--- src/rtl/cmdtab_pkg.sv ---
package cmdtab_pkg;
  typedef enum logic [3:0] {
    CK_WRITE = 4'h0,
    CK_POLL  = 4'h2,
    CK_RMW   = 4'h3,
    CK_IDXWR = 4'h8,
    CK_TERM  = 4'hF
  } cmd_kind_t;

  typedef enum logic [2:0] {
    ST_IDLE,
    ST_FETCH,
    ST_CAPT,
    ST_WRITE,
    ST_READ,
    ST_POLL,
    ST_NEXT
  } seq_state_t;
endpackage

--- src/rtl/cmdtab_decode.sv ---
module cmdtab_decode
  import cmdtab_pkg::*;
(
  input  logic [31:0] hdr,
  output logic        known,
  output cmd_kind_t   kind,
  output logic [1:0]  nwords,
  output logic [27:0] addr,
  output logic [7:0]  space,
  output logic        indexed
);
  always_comb begin
    kind    = cmd_kind_t'(hdr[31:28]);
    known   = 1'b1;
    nwords  = 2'd1;
    indexed = 1'b0;
    addr    = hdr[27:0];
    space   = 8'h00;
    case (hdr[31:28])
      4'h0:    nwords = 2'd2;
      4'h2:    nwords = 2'd3;
      4'h3:    nwords = 2'd3;
      4'h8: begin
        nwords  = 2'd2;
        indexed = 1'b1;
        addr    = {8'h00, hdr[19:0]};
        space   = hdr[27:20];
      end
      4'hF:    nwords = 2'd1;
      default: known = 1'b0;
    endcase
  end
endmodule

--- src/rtl/cmdtab_merge.sv ---
module cmdtab_merge (
  input  logic [31:0] old_val,
  input  logic [31:0] mask,
  input  logic [31:0] data,
  output logic [31:0] merged,
  output logic        match
);
  assign merged = (old_val & ~mask) | (data & mask);
  assign match  = ((old_val ^ data) & mask) == 32'h0;
endmodule

--- src/rtl/cmdtab_poll_timer.sv ---
module cmdtab_poll_timer #(
  parameter int TW = 16
) (
  input  logic          clk,
  input  logic          rst_n,
  input  logic          clr,
  input  logic          miss,
  input  logic [TW-1:0] limit,
  output logic          last_try
);
  logic [TW-1:0] cnt;

  assign last_try = ({1'b0, cnt} + (TW+1)'(1)) >= {1'b0, limit};

  always_ff @(posedge clk) begin
    if (!rst_n || clr) cnt <= '0;
    else if (miss && !last_try) cnt <= cnt + TW'(1);
  end


  miss_cap_chk: assert property (@(posedge clk) disable iff (!rst_n)
    (miss && !last_try && !clr) |=> (cnt != '0));
endmodule

--- src/rtl/cmdtab_seq.sv ---
module cmdtab_seq
  import cmdtab_pkg::*;
#(
  parameter int AW = 16,
  parameter int TW = 16,
  parameter int CW = 16
) (
  input  logic          clk,
  input  logic          rst_n,
  input  logic          start,
  input  logic [AW-1:0] base_addr,
  input  logic [AW:0]   tbl_len,
  input  logic [TW-1:0] poll_limit,
  output logic          tbl_rd_en,
  output logic [AW-1:0] tbl_rd_addr,
  input  logic [31:0]   tbl_rd_data,
  output logic          reg_req,
  output logic          reg_we,
  output logic          reg_indirect,
  output logic [7:0]    reg_space,
  output logic [27:0]   reg_addr,
  output logic [31:0]   reg_wdata,
  input  logic          reg_ack,
  input  logic [31:0]   reg_rdata,
  output logic          busy,
  output logic          done,
  output logic          error,
  output logic [CW-1:0] exec_count
);
  localparam int PW = AW + 2;

  seq_state_t    state;
  logic [AW-1:0] base_q;
  logic [AW:0]   len_q;
  logic [TW-1:0] lim_q;
  logic [PW-1:0] ptr;
  logic [1:0]    idx;
  logic [31:0]   w0, w1, w2, wdata_q;
  logic          done_q, err_q;
  logic [CW-1:0] cnt;

  logic [PW-1:0] cur;
  logic          overrun;
  logic [31:0]   dec_in;
  logic          dec_known, dec_indexed;
  cmd_kind_t     dec_kind;
  logic [1:0]    dec_nwords;
  logic [27:0]   dec_addr;
  logic [7:0]    dec_space;
  logic [31:0]   merged;
  logic          match;
  logic          poll_clr, poll_miss, last_try;

  assign cur     = ptr + PW'(idx);
  assign overrun = cur >= PW'(len_q);
  assign dec_in  = (state == ST_CAPT && idx == 2'd0) ? tbl_rd_data : w0;

  cmdtab_decode u_decode (
    .hdr    (dec_in),
    .known  (dec_known),
    .kind   (dec_kind),
    .nwords (dec_nwords),
    .addr   (dec_addr),
    .space  (dec_space),
    .indexed(dec_indexed)
  );

  cmdtab_merge u_merge (
    .old_val(reg_rdata),
    .mask   (w1),
    .data   (w2),
    .merged (merged),
    .match  (match)
  );

  assign poll_clr  = (state == ST_CAPT);
  assign poll_miss = (state == ST_POLL) && reg_ack && !match;

  cmdtab_poll_timer #(.TW(TW)) u_timer (
    .clk     (clk),
    .rst_n   (rst_n),
    .clr     (poll_clr),
    .miss    (poll_miss),
    .limit   (lim_q),
    .last_try(last_try)
  );

  assign tbl_rd_en    = (state == ST_FETCH) && !overrun;
  assign tbl_rd_addr  = base_q + cur[AW-1:0];
  assign reg_req      = (state == ST_WRITE) || (state == ST_READ) || (state == ST_POLL);
  assign reg_we       = (state == ST_WRITE);
  assign reg_indirect = dec_indexed;
  assign reg_space    = dec_space;
  assign reg_addr     = dec_addr;
  assign reg_wdata    = wdata_q;
  assign busy         = (state != ST_IDLE);
  assign done         = done_q;
  assign error        = err_q;
  assign exec_count   = cnt;

  always_ff @(posedge clk) begin
    if (!rst_n) begin
      state   <= ST_IDLE;
      base_q  <= '0;
      len_q   <= '0;
      lim_q   <= '0;
      ptr     <= '0;
      idx     <= '0;
      w0      <= '0;
      w1      <= '0;
      w2      <= '0;
      wdata_q <= '0;
      done_q  <= 1'b0;
      err_q   <= 1'b0;
      cnt     <= '0;
    end else begin
      case (state)
        ST_IDLE: if (start) begin
          base_q <= base_addr;
          len_q  <= tbl_len;
          lim_q  <= poll_limit;
          ptr    <= '0;
          idx    <= '0;
          cnt    <= '0;
          done_q <= 1'b0;
          err_q  <= 1'b0;
          state  <= ST_FETCH;
        end
        ST_FETCH: if (overrun) begin
          done_q <= 1'b1;
          err_q  <= 1'b1;
          state  <= ST_IDLE;
        end else begin
          state <= ST_CAPT;
        end
        ST_CAPT: begin
          case (idx)
            2'd0:    w0 <= tbl_rd_data;
            2'd1:    w1 <= tbl_rd_data;
            default: w2 <= tbl_rd_data;
          endcase
          if (idx == 2'd0 && !dec_known) begin
            done_q <= 1'b1;
            err_q  <= 1'b1;
            state  <= ST_IDLE;
          end else if (idx == 2'd0 && dec_kind == CK_TERM) begin
            done_q <= 1'b1;
            state  <= ST_IDLE;
          end else if ((idx + 2'd1) < dec_nwords) begin
            idx   <= idx + 2'd1;
            state <= ST_FETCH;
          end else begin
            wdata_q <= tbl_rd_data;
            case (dec_kind)
              CK_RMW:  state <= ST_READ;
              CK_POLL: state <= ST_POLL;
              default: state <= ST_WRITE;
            endcase
          end
        end
        ST_WRITE: if (reg_ack) state <= ST_NEXT;
        ST_READ: if (reg_ack) begin
          wdata_q <= merged;
          state   <= ST_WRITE;
        end
        ST_POLL: if (reg_ack) begin
          if (match) begin
            state <= ST_NEXT;
          end else if (last_try) begin
            done_q <= 1'b1;
            err_q  <= 1'b1;
            state  <= ST_IDLE;
          end
        end
        ST_NEXT: begin
          ptr   <= ptr + PW'(dec_nwords);
          idx   <= '0;
          cnt   <= cnt + CW'(1);
          state <= ST_FETCH;
        end
        default: state <= ST_IDLE;
      endcase
    end
  end


  req_hold_chk: assert property (@(posedge clk) disable iff (!rst_n)
    (reg_req && !reg_ack) |=> (reg_req && $stable(reg_we) && $stable(reg_addr)
                               && $stable(reg_wdata) && $stable(reg_space)));

  start_busy_chk: assert property (@(posedge clk) disable iff (!rst_n)
    (busy && start && exec_count != '0) |=> (exec_count != '0));

  done_idle_chk: assert property (@(posedge clk) disable iff (!rst_n)
    done |-> !busy);

  err_done_chk: assert property (@(posedge clk) disable iff (!rst_n)
    error |-> done);

  rd_busy_chk: assert property (@(posedge clk) disable iff (!rst_n)
    tbl_rd_en |-> (busy && !reg_req));

  poll_stop_chk: assert property (@(posedge clk) disable iff (!rst_n)
    (state == ST_POLL && reg_ack && !match && last_try) |=> (error && !reg_req));
endmodule

--- config.mk ---
export PLATFORM = sky130hd
export DESIGN_NAME = cmdtab_seq
export DESIGN_NICKNAME = d
export VERILOG_FILES = /design/src/rtl/cmdtab_pkg.sv /design/src/rtl/cmdtab_decode.sv /design/src/rtl/cmdtab_merge.sv /design/src/rtl/cmdtab_poll_timer.sv /design/src/rtl/cmdtab_seq.sv
export SDC_FILE = /design/constraint.sdc
export NUM_CORES = 1
export LEC_CHECK = 0
export BUFFER_PORTS_ARGS = -buffer_cell sky130_fd_sc_hd__buf_2
export CAP_MARGIN = 5
export CORE_ASPECT_RATIO = 1.5
export CORE_MARGIN = 2
export CORE_UTILIZATION = 51
export CTS_CLUSTER_DIAMETER = 40
export DETAILED_ROUTE_END_ITERATION = 8
export PLACE_DENSITY_LB_ADDON = 0.2
export SETUP_SLACK_MARGIN = 0.1
export SLEW_MARGIN = 25
export SYNTH_ARGS = -nofsm -noshare
export SYNTH_HDL_FRONTEND = slang
export SYNTH_SLANG_ARGS = --single-unit
--- constraint.sdc ---
create_clock -name clk -period 5.4 [get_ports clk]
set_input_delay 1.08 -clock clk [delete_from_list [all_inputs] [get_ports clk]]
set_output_delay 1.08 -clock clk [all_outputs]
set_load 0.05 [all_outputs]
# Yosys cells after proc, flatten, opt, wreduce, memory -nomap -nowiden
# Cells that the tools add are included.
# word_totals
output_inout_bits	107
mem_bits_ro	0
reg_bits	234
mem_count	0
ramBits	0
inputBits	117
elab_cells	136
latch_bits	0
# classes
mux	42
n_reduce_logical	38
order_cmp	3
n_bitwise	7
div_mod_pow	0
shift	0
n_eq_ne	25
addsub	7
n_mul	0
# ops
op	n
2-to-1 mux 32 bit	5
AND 32 bit	3
one-hot mux 32 bit (2 select lines)	1
adder 18 x 2 -> 18 bit	2
one-hot mux 18 bit (2 select lines)	1
adder 16 x 1 -> 16 bit (second input constant)	2
zero test 32 bit	1
NOT 32 bit	1
OR 32 bit	1
one-hot mux 16 bit (2 select lines)	1
XOR 32 bit	1
2-to-1 mux 28 bit	1
2-to-1 mux 3 bit	9
one-hot mux 3 bit (7 select lines)	1
!= test 2 bit (second input constant)	10
greater-or-equal comparator 18 x 17 -> 1 bit	1
2-to-1 mux 18 bit	1
adder 16 x 1 -> 17 bit (second input constant)	1
greater-or-equal comparator 17 x 16 -> 1 bit	1
adder 16 bit	1
2-to-1 mux 16 bit	1
AND reduction 5 bit	3
AND reduction 7 bit	2
2-to-1 mux 1 bit	10
other kinds (30)	61

# Depth between registers and ports, before layout
# logic_depth
depth_word	11
ltp_mapped	16
mapped_depth_nobuf	14

# Cells and area by module
# Synthesis repeated with hierarchy kept, for this count alone.
# hier_totals
hier_cells	1537
hier_area_um2	13115.1
# modules_own_cells
module	area_each_um2	cells_per_inst	n_inst	seq_area_each_um2
cmdtab_seq	10505.1	1224	1	4364.2
cmdtab_poll_timer	1445.1	179	1	320.3
cmdtab_merge	798.3	85	1	0.0
cmdtab_decode	366.6	49	1	0.0

# Worst setup path after synthesis
# OpenSTA, ideal clock, no wires.
# synth_timing
path_kind	register -> output
from	register idx[0]
to	output port tbl_rd_addr[14]
required_ps	4320
path_buffers	0
t_arrival_ps	3346
slack_ps	974
stages_incl_launch_ff	11
cell_sequence	dfxtp_1 ha_1 fa_1 fa_1 a21o_1 a21oi_1 o21ai_0 a31oi_1 a21oi_1 or4b_2 nand3_1
# synth_via
elab_chain_cells	2
# synth_rtl
element	line	source
start: declaration	cmdtab_seq.sv:37	logic [1:0] idx;
start signal: assignment	cmdtab_seq.sv:150	idx <= idx + 2'd1;
adder 18 x 2 -> 18 bit	cmdtab_seq.sv:54	assign cur = ptr + PW'(idx);
adder 16 bit	cmdtab_seq.sv:89	assign tbl_rd_addr = base_q + cur[AW-1:0];
end: declaration	cmdtab_seq.sv:15	output logic [AW-1:0] tbl_rd_addr,
# Every way passes these cells.

# Worst setup path in the final report
# Same ends and word-level chain as after synthesis.

==> impl_metrics.csv <==
group,metric,value,unit
status,outcome,"finished, final reports clean",
cts,postCtsResizedCells,0,
cts,clk_path_buf_depth,3,
worst_setup_path,criticalPathCategory,"register to output pin",
layout,final_common_cell,"nand2_1",
power,switching_power,2010,uW
worst_setup_path,path_delay_family,"adder cells",
cts,numCtsBuffers,34,
power,power.leakage,0.00635,uW
sta,fmax,197,MHz
sta,finalHoldViolCount,0,
route,top_layer,"met4",
worst_setup_path,crit_required,4320,ps
worst_setup_path,cpMaxStageDelayCell,"or4b_2",
global_routing,antenna_found_initial,3,
power,p_seq_frac,0.344,
power,p_comb_frac,0.270,
sta,relSlewSlack,0.426,
power,vdd_drop_max,291,uV
sta,setup_viol,0,
cts,post_cts.repair.setup_buffers,0,
route,antenna_left,0,
layout,n_fill_cell,2207,
die,die_w,133,um
cts,root_buffer,"clkbuf_16",
sta,rsz0062_at_grt,"false",
global_routing,grt_overflow,0,
placed_design,pre_cts_slack,655,ps
sta,max_slew.worst_pin.slew,861,ps
die,start_util,0.521,
worst_setup_path,start_kind,"register",
worst_setup_path,cp_cell_sequence,"ha_1 > fa_1 > fa_1 > a21o_1 > a21oi_2 > o21ai_0 > a31oi_1 > a21oi_1 > or4b_2 > nand3_1 > clkbuf_4",
route,drtPass1Iterations,4,
worst_setup_path,cp_num_buf_inv,1,
die,rows,70,
logic_synthesis,ys_types,67,
die,die_h,198,um
die,die-area,26300,sq um
global_routing,grt_max_degree,94,
route,routedWlPerCell,16.3,um
sta,clock_skew,18.1,ps
logic_synthesis,synthFlopType,"dfxtp_1",
route,wl,34.6,mm
run,cap_violations,0,
logic_synthesis,avgSynthCellArea,8.09,sq um
power,netSwitchingFraction,0.355,
placed_design,place_congestion,0.886,
layout,final_cell_mix,"353 x nand2_1, 232 x dfxtp_1, 221 x buf_2, 127 x a21boi_0, 88 x nor2_1",
worst_hold_path,min_path_type,"register to register",
layout,post-route-cell-area,15200,sq um
logic_synthesis,seq_area_frac_synth,0.367,
global_routing,grt_pass1_wl,55.1,mm
global_routing,first_global_vias,11150,
cts,cts.hold.buffers_added,0,
layout,area_growth,19.2,%
global_routing,grt_use_total,0.257,
power,intPower,3650,uW
sta,maxSlewViolCount,0,
route,wl_met3,1.75,mm
logic_synthesis,synthArstFlopShare,0,
power,pwr_density_cell,372,nW/um^2
sta,finalSetupTns,0,ps
die,ios,224,
power,p_clk_frac,0.386,
sta,setup_ws,313,ps
route,avgViaCountPerCell,5.35,
cts,clock_latency,500,ps
logic_synthesis,ys_seq_elements,234,
worst_setup_path,worstPathArrival,4010,ps
worst_setup_path,cpPeakStageDelay,650,ps
layout,drive_gt1_frac,0.180,
route,m1WireLength,13.4,mm
cts,cts_tree,"built",
sta,finalCriticalPeriod,5090,ps
worst_setup_path,worstSetupEndpointType,"output pin",
route,via_count,11346,
route,dr.first_iter.drc_count,502,
route,drc_errors,0,
logic_synthesis,synthCells,1579,
die,core,24500,sq um
cts,cts.htree.levels,2,
logic_synthesis,syn-num-nets,1756,
logic_synthesis,synth_edf_count,0,
sta,min_period_over_period,0.942,
route,wl_met2,17.8,mm
cts,clkTransAtPathRegs,50,ps
placed_design,io_buffers,223,
layout,final_nets,1942,
worst_setup_path,path_max_fanout,6,
cts,numClockSinks,234,
logic_synthesis,synth_area,12800,sq um
placed_design,placed_area,14000,sq um
placed_design,hpwl,24.6,mm
logic_synthesis,yosys_warnings,0,
sta,timing.hold.ws,463,ps
worst_setup_path,cpMostUsedCell,"fa_1",
layout,fin_util,0.621,
[tightest hold or removal path, delay by kind of cell (launching register included)]
family | cells | cell delay, ps
flops | 1 | 300
compound gates | 1 | 60
simple gates | 1 | 40
[power by group through the flow]
stage	clock, uW	sequential [uW]	combinational, uW
after detailed placement	0	1990	1530
final	2190	1950	1530
after CTS	2230	1950	1530
after global routing	2300	1970	1660
after global placement	0	1980	1510
after floorplan	0	2010	1080
[stage by stage]
stage	instances	power [uW]
6_report	2119	5660
5_1_grt	2116	5920
4_1_cts	2115	5710
3_5_place_dp	2053	3510
3_3_place_gp	2053	3490
2_1_floorplan	1579	3090
[cells in the mapped netlist, drive strengths merged, types with 7 or more instances]
cell	number	area share
mux2i	83	0.065
a21o	9	0.0053
buf	10	0.0063
dfxtp	234	0.37
nand4	15	0.0074
xor2	47	0.032
a21boi	128	0.076
ha	57	0.056
and3	12	0.0059
and2	37	0.018
a21oi	78	0.031
nor2b	50	0.025
nand3	40	0.016
or2	7	0.0034
clkbuf	76	0.022
nor2	89	0.026
a22oi	16	0.0094
nand2	354	0.10
o21ai	41	0.016
xnor2	32	0.022
nor3	15	0.0059
or3	24	0.012
inv	45	0.013
[final timing paths]
path | startpoint | to | slack, ps | cells after the start
hold reg to reg | lim_q[10] | lim_q[10] | 460 | 2
setup / recovery | idx[0] | tbl_rd_addr[14] | 310 | 11
setup reg to reg | u_timer.cnt[2] | u_timer.cnt[15] | 1380 | 14
hold / removal | lim_q[10] | lim_q[10] | 460 | 2
[area by class of cell]
| class | instances | area, sq um | area share |
|---|---|---|---|
| clock buffer | 43 | 988 | 0.0649 |
| antenna | 4 | 10.0 | 0.000658 |
| timing repair buffer | 236 | 1220 | 0.0801 |
| sequential | 234 | 4690 | 0.308 |
| tap | 324 | 405 | 0.0266 |
| inverter | 46 | 173 | 0.0113 |
| multi-input combinational | 1213 | 7580 | 0.498 |
| clock inverter | 19 | 155 | 0.0102 |
[registers in the layout (all words and copies together), names as in the netlist, 17 cells and up]
register and flops:
ptr 18, w0 32, len_q 17, w2 32
w1 32, reg_wdata 32
[cell families after synthesis]
kind of cell,after synthesis,share of synthesized area
fa+ha+maj,60,0.0606
flops,234,0.367
xor+xnor,79,0.0542
compound gates,321,0.171
mux,83,0.0654
buf+inv,132,0.0421
simple gates,670,0.240
[metal layers]
| metal | up-vias | track usage |
|---|---|---|
| met1 | 5257 | 0.270 |
| met5 | - | 0 |
| li1 | 5736 | - |
| met4 | 0 | 0.126 |
| met2 | 282 | 0.486 |
| met3 | 71 | 0.0492 |
(Power assumes the default switching activity.)
